`src/rtl/seg_sched_agen_pkg.sv`:
```
package seg_sched_agen_pkg;

    // Flat schedule: slot s writes address s (enable 1) for s below side*side.
    function automatic int sched_wr_addr(int side, int s);
        return (s < side * side) ? s : 0;
    endfunction

    function automatic bit sched_wr_en(int side, int s);
        return (s < side * side);
    endfunction

    // Transposed read order.
    function automatic int sched_rd_addr(int side, int s);
        return (s < side * side) ? ((s % side) * side + s / side) : 0;
    endfunction

    // Offset of selector layer lyr (1-based) in the flattened node array.
    function automatic int layer_offset(int slices, int mux, int lyr);
        int acc;
        acc = 0;
        for (int j = 1; j < lyr; j++) begin
            acc += slices / (mux ** j);
        end
        return acc;
    endfunction

endpackage

```
`src/rtl/seg_sched_slot_cnt.sv`:
```
module seg_sched_slot_cnt #(
    parameter int PERIOD = 9,
    parameter int AW     = 4,
    parameter int DEPTH  = 1
) (
    input  logic          clk,
    input  logic          rst,
    input  logic          en,
    output logic [AW-1:0] cnt,
    output logic [AW-1:0] cnt_dly [DEPTH]
);
    localparam logic [AW-1:0] LAST = AW'(PERIOD - 1);

    always_ff @(posedge clk) begin
        if (rst) begin
            cnt <= '0;
        end else if (en) begin
            cnt <= (cnt == LAST) ? '0 : cnt + 1'b1;
        end
    end

    // Delayed copies steer the selector layers; they move on every non-reset cycle.
    for (genvar i = 0; i < DEPTH; i++) begin : g_dly
        if (i == 0) begin : g_first
            always_ff @(posedge clk) begin
                if (rst) cnt_dly[0] <= '0;
                else     cnt_dly[0] <= cnt;
            end
        end else begin : g_next
            always_ff @(posedge clk) begin
                if (rst) cnt_dly[i] <= '0;
                else     cnt_dly[i] <= cnt_dly[i-1];
            end
        end
    end


    slot_range_chk: assert property (@(posedge clk) disable iff (rst)
        cnt <= LAST);


    slot_wrap_chk: assert property (@(posedge clk) disable iff (rst)
        (en && cnt == LAST) |=> (cnt == '0));


    slot_step_chk: assert property (@(posedge clk) disable iff (rst)
        (en && cnt != LAST) |=> (cnt == $past(cnt) + 1'b1));


    slot_hold_chk: assert property (@(posedge clk) disable iff (rst)
        !en |=> $stable(cnt));

endmodule

```
`src/rtl/seg_sched_rom_slice.sv`:
```
module seg_sched_rom_slice
    import seg_sched_agen_pkg::*;
#(
    parameter int SIDE    = 3,
    parameter int AW      = 4,
    parameter int ADR_LEN = 3,
    parameter int SLICE   = 0
) (
    input  logic               clk,
    input  logic               rst,
    input  logic [ADR_LEN-1:0] idx,
    output logic [AW-1:0]      wa,
    output logic               we,
    output logic [AW-1:0]      ra
);
    localparam int BASE = SLICE << ADR_LEN;

    always_ff @(posedge clk) begin
        if (rst) begin
            wa <= '0;
            we <= 1'b0;
            ra <= '0;
        end else begin
            wa <= AW'(sched_wr_addr(SIDE, BASE + int'(idx)));
            we <= sched_wr_en(SIDE, BASE + int'(idx));
            ra <= AW'(sched_rd_addr(SIDE, BASE + int'(idx)));
        end
    end

endmodule

```
`src/rtl/seg_sched_agen.sv`:
```
module seg_sched_agen
    import seg_sched_agen_pkg::*;
#(
    parameter int SIDE  = 5,
    parameter int MUX   = 4,
    parameter int DEPTH = 2,
    parameter int DW    = 16,
    localparam int PERIOD = SIDE * SIDE,
    localparam int AW     = $clog2(PERIOD)
) (
    input  logic          clk,
    input  logic          rst,
    input  logic          en,
    input  logic [DW-1:0] din,
    output logic [AW-1:0] wr_addr,
    output logic          wr_en,
    output logic [AW-1:0] rd_addr,
    output logic [DW-1:0] wr_data
);
    localparam int B       = $clog2(MUX);
    localparam int SLICES  = MUX ** DEPTH;
    localparam int ADR_LEN = AW - B * DEPTH;
    localparam int LAT     = DEPTH + 1;
    localparam int NODES   = layer_offset(SLICES, MUX, DEPTH + 1);
    localparam int FINAL   = layer_offset(SLICES, MUX, DEPTH);

    logic [AW-1:0] cnt;
    logic [AW-1:0] cnt_dly [DEPTH];
    logic [B-1:0]  sel_l   [DEPTH];

    logic [AW-1:0] slc_wa [SLICES];
    logic          slc_we [SLICES];
    logic [AW-1:0] slc_ra [SLICES];

    logic [AW-1:0] mux_wa [NODES];
    logic          mux_we [NODES];
    logic [AW-1:0] mux_ra [NODES];

    logic [DW-1:0] dat_q [LAT];

    seg_sched_slot_cnt #(.PERIOD(PERIOD), .AW(AW), .DEPTH(DEPTH)) u_cnt (
        .clk     (clk),
        .rst     (rst),
        .en      (en),
        .cnt     (cnt),
        .cnt_dly (cnt_dly)
    );

    for (genvar k = 0; k < SLICES; k++) begin : g_slice
        seg_sched_rom_slice #(
            .SIDE(SIDE), .AW(AW), .ADR_LEN(ADR_LEN), .SLICE(k)
        ) u_slice (
            .clk (clk),
            .rst (rst),
            .idx (cnt[ADR_LEN-1:0]),
            .wa  (slc_wa[k]),
            .we  (slc_we[k]),
            .ra  (slc_ra[k])
        );
    end

    // Layer l+1 selects with its own field of the counter delayed by l+1 cycles.
    for (genvar l = 0; l < DEPTH; l++) begin : g_sel
        assign sel_l[l] = cnt_dly[l][ADR_LEN + l*B +: B];
    end

    always_ff @(posedge clk) begin
        if (rst) begin
            for (int i = 0; i < NODES; i++) begin
                mux_wa[i] <= '0;
                mux_we[i] <= 1'b0;
                mux_ra[i] <= '0;
            end
        end else begin
            for (int l = 1; l <= DEPTH; l++) begin
                for (int n = 0; n < SLICES / (MUX ** l); n++) begin
                    if (l == 1) begin
                        mux_wa[n] <= slc_wa[n*MUX + int'(sel_l[0])];
                        mux_we[n] <= slc_we[n*MUX + int'(sel_l[0])];
                        mux_ra[n] <= slc_ra[n*MUX + int'(sel_l[0])];
                    end else begin
                        mux_wa[layer_offset(SLICES, MUX, l) + n] <=
                            mux_wa[layer_offset(SLICES, MUX, l-1) + n*MUX + int'(sel_l[l-1])];
                        mux_we[layer_offset(SLICES, MUX, l) + n] <=
                            mux_we[layer_offset(SLICES, MUX, l-1) + n*MUX + int'(sel_l[l-1])];
                        mux_ra[layer_offset(SLICES, MUX, l) + n] <=
                            mux_ra[layer_offset(SLICES, MUX, l-1) + n*MUX + int'(sel_l[l-1])];
                    end
                end
            end
        end
    end

    // Input register followed by DEPTH alignment registers.
    always_ff @(posedge clk) begin
        if (rst) begin
            for (int i = 0; i < LAT; i++) dat_q[i] <= '0;
        end else begin
            dat_q[0] <= din;
            for (int i = 1; i < LAT; i++) dat_q[i] <= dat_q[i-1];
        end
    end

    assign wr_addr = mux_wa[FINAL];
    assign wr_en   = mux_we[FINAL];
    assign rd_addr = mux_ra[FINAL];
    assign wr_data = dat_q[LAT-1];

    // Cycles since reset, saturating at the latency; used only by the checks below.
    logic [7:0] fill_q;
    always_ff @(posedge clk) begin
        if (rst)                   fill_q <= '0;
        else if (fill_q < 8'(LAT)) fill_q <= fill_q + 1'b1;
    end


    fill_quiet_chk: assert property (@(posedge clk) disable iff (rst)
        (fill_q < 8'(LAT)) |-> (!wr_en && wr_addr == '0 && rd_addr == '0));


    fill_write_chk: assert property (@(posedge clk) disable iff (rst)
        (fill_q == 8'(LAT)) |-> wr_en);


    addr_range_chk: assert property (@(posedge clk) disable iff (rst)
        (wr_addr < AW'(PERIOD)) && (rd_addr < AW'(PERIOD)));

endmodule

```
`config.mk`:
```
export PLATFORM = sky130hd
export DESIGN_NAME = seg_sched_agen
export DESIGN_NICKNAME = d
export VERILOG_FILES = /design/src/rtl/seg_sched_agen_pkg.sv /design/src/rtl/seg_sched_slot_cnt.sv /design/src/rtl/seg_sched_rom_slice.sv /design/src/rtl/seg_sched_agen.sv
export SDC_FILE = /design/constraint.sdc
export NUM_CORES = 1
export LEC_CHECK = 0
export ABC_AREA = 1
export ABC_CLOCK_PERIOD_IN_PS = 1140
export BUFFER_PORTS_ARGS = -buffer_cell sky130_fd_sc_hd__buf_2
export CAP_MARGIN = 10
export CORE_ASPECT_RATIO = 0.8
export CORE_MARGIN = 8
export CORE_UTILIZATION = 45
export CTS_BUF_LIST = sky130_fd_sc_hd__clkbuf_8
export DETAILED_ROUTE_END_ITERATION = 7
export PLACE_DENSITY = 0.71
export RECOVER_POWER = 25
export SLEW_MARGIN = 20
export SYNTH_ARGS = -nofsm -noshare
export SYNTH_HDL_FRONTEND = slang
export SYNTH_SLANG_ARGS = --single-unit
```
`constraint.sdc`:
```
create_clock -name clk -period 1.14 [get_ports clk]
set_clock_uncertainty 0.1 [all_clocks]
set_input_delay 0.114 -clock clk [delete_from_list [all_inputs] [get_ports clk]]
set_output_delay 0.114 -clock clk [all_outputs]
set_load 0.02 [all_outputs]
```
======== After elaboration in Yosys (flattened, before gate mapping) ========
Memory sizes are Yosys's and may differ from the RTL's. A register that Yosys moved wholly into a read port is not among the register bits.
Index checks and enable logic that the tools add are counted.
word-level totals
  output and inout bits ................... 27
  bits of input ports ..................... 19
  bits in registers ....................... 186
  bits in writable memories ............... 103
  word-level logic and storage cells ...... 274
  memories kept ........................... 4
memory list
  memory  depth  bits a word  read ports  clocked after Yosys merged registers in  write ports  RTL line              source
  dat_q   3      16           3           0                                        3            seg_sched_agen.sv:39  logic [DW-1:0] dat_q [LAT];
  mux_ra  5      5            2           1                                        5            seg_sched_agen.sv:37  logic [AW-1:0] mux_ra [NODES];
  mux_wa  5      5            2           1                                        5            seg_sched_agen.sv:35  logic [AW-1:0] mux_wa [NODES];
  mux_we  5      1            2           1                                        5            seg_sched_agen.sv:36  logic mux_we [NODES];
cells by class
  div/mod/pow operators ................... 32
  mux-type cells .......................... 61
  multipliers ............................. 16
  order comparisons ....................... 20
  add/sub/neg operators ................... 35
  reductions and logical operators ........ 16
  bitwise gates (word level) .............. 38
  equality and inequality tests ........... 1
operators by type and width
  kind                                                                           count
  32-bit by 4-bit multiplier with 5-bit output, second input constant            16
  32-bit by 4-bit divider with 32-bit output, second input constant              15
  32-bit by 4-bit modulo with 32-bit output, second input constant               15
  5-bit binary-select mux with 4-bit select                                      8
  5-bit two-way mux                                                              27
  32-bit by 5-bit >= comparator with 1-bit output, second input constant         4
  32-bit inverter                                                                3
  5-bit adder                                                                    16
  5-bit by 1-bit adder with 6-bit output, first input constant                   8
  16-bit two-way mux                                                             3
  6-bit by 5-bit less-than comparator with 1-bit output, second input constant   7
  2-bit by 4-bit divider with 32-bit output, second input constant               1
  32-bit by 6-bit less-than comparator with 1-bit output, second input constant  1
  2-bit by 4-bit modulo with 32-bit output, second input constant                1
  2-bit inverter with 32-bit output                                              1
  2-bit OR reduction                                                             16
  4-bit by 1-bit adder with 5-bit output, first input constant                   4
  5-bit less-than comparator, second input constant                              4
  1-bit bitwise OR                                                               18
  1-bit binary-select mux with 4-bit select                                      4
  1-bit two-way mux                                                              16
  1-bit inverter                                                                 16
  4-bit by 2-bit adder with 5-bit output, first input constant                   2
  4-bit by 5-bit less-than comparator with 1-bit output, second input constant   2
  other kinds (8)                                                                11

======== Depth between registers and ports, before layout ========
  word-level depth ........................ 6
  depth in mapped cells ................... 6
  gate-level depth less buffers ........... 6

======== Cells and area by module ========
A second synthesis with hierarchy kept.
unflattened totals
  cell total of the unflattened synthesis .. 1172
  area, all modules ....................... 7803.7 um2
by module, submodules not included
  module                                          area each (um2)  seq. area each (um2)  instances  cells an instance
  seg_sched_agen                                  5266.3           2062.0                1          869
  seg_sched_rom_slice at g_slice[10].u_slice ...  141.4            60.1                  6          16
  seg_sched_rom_slice at g_slice[0].u_slice ...   125.1            40.0                  6          15
  seg_sched_slot_cnt                              531.8            300.3                 1          66
  seg_sched_rom_slice at g_slice[13].u_slice ...  86.3             0.0                   3          12
  seg_sched_rom_slice at g_slice[12].u_slice      147.6            80.1                  1          15

======== Least setup slack after synthesis ========
No wires, ideal clock.
  kind .................................... register -> register
  start ................................... register u_cnt.cnt[0]
  end ..................................... register u_cnt.cnt[1]
  path slack .............................. 0.022 ns
  setup time .............................. 0.119 ns
  data arrival time ....................... 0.899 ns
  buffers on the path ..................... 0
  clock period less this slack ............ 1.118 ns
  required time ........................... 0.921 ns
  cell stages (with the launch flop) ...... 5
  cells stage by stage .................... dfxtp_1 inv_1 ha_1 o21ai_0 a21oi_1
between the ends
  word-level cells in the longest chain between the ends .. 2
  elaborated cells on any way between the ends .. 3
  classes of those cells .................. add/sub (1); eq/ne (1); mux (1)
ends and longest elaborated chain
  element                                                                  RTL line                  source
  from (decl)                                                              seg_sched_slot_cnt.sv:9   output logic [AW-1:0] cnt,
  from (signal assigned)                                                   seg_sched_slot_cnt.sv:18  cnt <= (cnt == LAST) ? '0 : cnt + 1'b1;
  5-bit by 1-bit adder with 5-bit output or 5-bit == test (tied branches)  seg_sched_slot_cnt.sv:18
  5-bit two-way mux (*)                                                    seg_sched_slot_cnt.sv:18
Mark *: on every way between the ends. The rest lies on a longest branch, timed or not.
A chain may end at the register's enable or synchronous reset.

======== Worst setup path in the final report ========
  start ................................... register u_cnt.cnt[1]
  end ..................................... register u_cnt.cnt[2]
The elaborated chain is that of the path after synthesis.

==> results by stage <==
Global routing:
- The first global-routing pass estimated between 7 and 8 mm of wire.
- The aggregate global routing overflow is 0.
- The overall fraction of global-route tracks in use is 10.7%.
- The via count of the first global-routing pass came to ~1,900.
- Entering global routing, the biggest net connects 33 pins.
- The initial antenna violation count was 0.

Cells and area:
- Cells with a size suffix above 1 make up between 20% and 30% of the layout.
- The sequential cells in the finished layout cover a total of ~0.0018 mm².
- The core utilization of the finished layout is between 50 and 60%.
- At the end of the flow, the number of nets in the layout was between 400 and 500.
- 0 antenna diodes ended up in the layout.
- The finished layout holds 478 standard cells, fillers aside.
- From synthesis to final layout, the design area changed by 20.0%.
- The fill cell total of the finished layout is just under 600.
- The area used by multi-input combinational logic is approximately 650 µm².

Timing:
- Of the available clock period, the critical path in the final layout requires a little over nine tenths.
- The final worst-path setup slack is ~0.028 ns.
- The number of pins with negative max-slew slack in the final report is 0.
- Setup violations remaining at the end of the flow were counted as 0.
- The post-layout minimum cycle time is roughly 1.1 ns.
- The final hold violation count is 0.
- The highest achievable clock rate is roughly 0.90 GHz.
- The worst hold margin is roughly 0.11 ns.

Route:
- In this run the remaining antenna-violating nets after routing total 0.
- Summed over all layers, the routed wires come to 4.70 mm.
- The first TritonRoute pass finished after 4 iterations.
- After the first detailed-routing iteration, the DRC count stood at 37.
- The total DRC errors in the routed layout is 0.
- Dividing the detail-routed via count by the number of cells gives 4.01.
- The final route contains about 1,900 vias.
- In the final routed layout, each cell accounts on average for between 9 and 10 µm.

Floorplan:
- The total area inside the core boundary comes to between 0.006 and 0.007 mm².
- For this design the top-level I/O count stands at 46.
- The number of rows created at floorplan is 26.
- The die is ~88 µm tall.
- From left edge to right edge, the die measures ~110 µm.
- The starting density of the core is approximately 46%.
- The die covers between 0.009 and 0.01 mm².

Clock tree:
- The number of clock buffers added by TritonCTS is 9.
- The H-tree generated during clock tree synthesis spans 3 levels.
- CTS saw between 90 and 100 sinks.
- TritonCTS built the clock tree.
- The later pin in the worst-skew pair is clocked with a latency of ~0.34 ns.
- The library cell used as clock root buffer is sky130_fd_sc_hd__clkbuf_8.
- The clock tree buffer depth is 2.
- The clock transition at the registers of the reported paths is 0.08 ns.

Synth:
- For this run, the register share of the synthesized area comes to between 60% and 70%.
- The cell area after synthesis is about 0.0029 mm².
- The post-synth net total is about 360.
- The number of warnings issued by yosys is 0.
- The number of storage elements in the synthesis netlist is approximately 90.
- Counting distinct cell types in the post-synthesis netlist gives 21.
- The gate count after technology mapping is roughly 330.
- The post-synthesis area per instance is slightly below 9 µm².

Critical path:
- At the worst endpoint, the required time is approximately 1.3 ns.
- The type of the worst setup path is reg -> reg.
- Data arrives at the worst endpoint at 1.25 ns.
- The maximum fanout count along the critical path is 4.
- STA classifies the critical path endpoint as a flop.
- The nature of the critical path startpoint is a flop.

Place:
- After detailed placement, the design holds a cell count of ~440.
- Detailed placement ended at an HPWL of roughly 3.3 mm.
- In this run the tool buffered the top-level ports with 45 buffer cells.
- The worst-case setup slack after placement is -0.0527 ns.
- At the end of routability-driven placement, the weighted congestion stood at 0.792.

Pwr:
- Summed over all cells, the static leakage comes to around 1.7 nW.
- IR analysis of the VDD net gives a maximum drop of roughly 0.00083 V.
- In this run the power density over the cells is approximately 1600 mW/mm².

Worst hold path:
- In this run the worst hold path is classified as in -> reg.

Outcome:
- The flow ran to the end, and the final reports show no timing, DRC or antenna violations.

Flow run:
- The tool flagged a number of max-cap violations equal to 0.
[sequential cells by signal, summed over array words and instances, names as in the netlist, named ones only]
name	cells
dat_q	48
mux_ra	14
g_slice.u_slice.ra	5
mux_we	2
u_cnt.cnt	5
g_slice.u_slice.wa	1
u_cnt.cnt_dly	4
mux_wa	10
[per-layer routing]
| layer | track usage [%] | vias to the layer above | part of all wire [%] |
|---|---|---|---|
| met3 | 4.93 | 9 | 6.0 |
| met4 | 6.50 | 0 | 2.0 |
| met5 | 0 | - | 0 |
| li1 | - | 1049 | - |
| met1 | 10.1 | 823 | 42 |
| met2 | 19.0 | 35 | 49 |
[worst paths after layout]
check | slack (ns) | startpoint | end | cells past startpoint
setup / recovery | 0.03 | u_cnt.cnt[1] | u_cnt.cnt[2] | 5
hold / removal | 0.11 | rst | dat_q[0][28] | 3
setup reg to reg | 0.03 | u_cnt.cnt[1] | u_cnt.cnt[2] | 5
hold reg to reg | 0.30 | dat_q[0][20] | dat_q[0][36] | 2
[cell type report]
cell class | instances | area share, %
repair buffers | 70 | 13.4
clock buffers | 10 | 3.94
well taps | 84 | 3.01
clock inverters | 6 | 1.15
flip-flops and latches | 91 | 52.3
inverters | 72 | 7.74
multi-input cells | 145 | 18.5
[what timing repair did]
action,in CTS,in global routing
endpoints found under the setup margin,3,9
resized for setup,3,9
buffers inserted,1,0
hold buffers,17,0
hold endpoints to repair,18,0
pin swaps,0,4
[cell usage in the layout, fill, tap and decap left out, drive strengths merged]
cell / count
o22ai: 1
a21oi: 3
nand2: 34
dlygate4sd3: 17
nor3: 4
inv: 74
ha: 2
clkinv: 4
o21ai: 13
dfxtp: 91
nand3: 7
nor2: 79
conb: 1
buf: 53
clkbuf: 10
xor2: 1
[synth_stat cells]
cell                      count  area (µm²)
sky130_fd_sc_hd__nand3_1      7        35.0
sky130_fd_sc_hd__xor2_1       1        8.76
sky130_fd_sc_hd__inv_2        2        7.51
sky130_fd_sc_hd__nor2_4       1        11.3
sky130_fd_sc_hd__dfxtp_1     91        1820
sky130_fd_sc_hd__nor2_1      77         289
sky130_fd_sc_hd__buf_2        1        5.00
sky130_fd_sc_hd__nand2_2      1        6.26
sky130_fd_sc_hd__o21ai_1      3        15.0
sky130_fd_sc_hd__a21oi_1      3        15.0
sky130_fd_sc_hd__buf_4       23         173
sky130_fd_sc_hd__ha_1         2        25.0
sky130_fd_sc_hd__inv_1       70         263
sky130_fd_sc_hd__nor2_2       1        6.26
sky130_fd_sc_hd__o21ai_2      1        8.76
sky130_fd_sc_hd__o21ai_0      9        45.0
sky130_fd_sc_hd__nand2_1     33         124
sky130_fd_sc_hd__conb_1       1        3.75
sky130_fd_sc_hd__nor3_1       4        20.0
sky130_fd_sc_hd__buf_6        2        22.5
sky130_fd_sc_hd__o22ai_1      1        6.26
[kinds of logic after synthesis]
family / count (synthesis) / synth area share (%)
other cells: 1 / 0.129
buf+inv: 98 / 16.2
compound gates: 17 / 3.09
flops: 91 / 62.6
fa+ha+maj: 2 / 0.859
xor+xnor: 1 / 0.301
simple gates: 124 / 16.9
[where the power goes]
group / switching [W] / internal (W) / leakage [nW] / total (W)
registers: 0.0000388 / 0.00329 / 0.747 / 0.00333
clock network: 0.00104 / 0.000851 / 0.0978 / 0.00190
logic: 0.000189 / 0.000160 / 0.843 / 0.000349
[worst max-delay path, cell delays in order, from the launching register on]
cell                      delay (ns)
sky130_fd_sc_hd__dfxtp_2        0.34
sky130_fd_sc_hd__inv_2          0.09
sky130_fd_sc_hd__ha_4           0.14
sky130_fd_sc_hd__nand3_2        0.08
sky130_fd_sc_hd__o21ai_4        0.19
sky130_fd_sc_hd__nor2_1         0.06
[through the flow]
stage / total power, W / TNS, ns / cell area (µm²)
3_3_place_gp: 0.00368 / 0 / 3110
5_1_grt: 0.00585 / -0.00928 / 3490
3_5_place_dp: 0.00370 / -0.0625 / 3110
6_report: 0.00558 / 0 / 3490
2_1_floorplan: 0.00361 / 0 / 2910
4_1_cts: 0.00566 / 0 / 3460
Power figures use the tool's default switching activity.
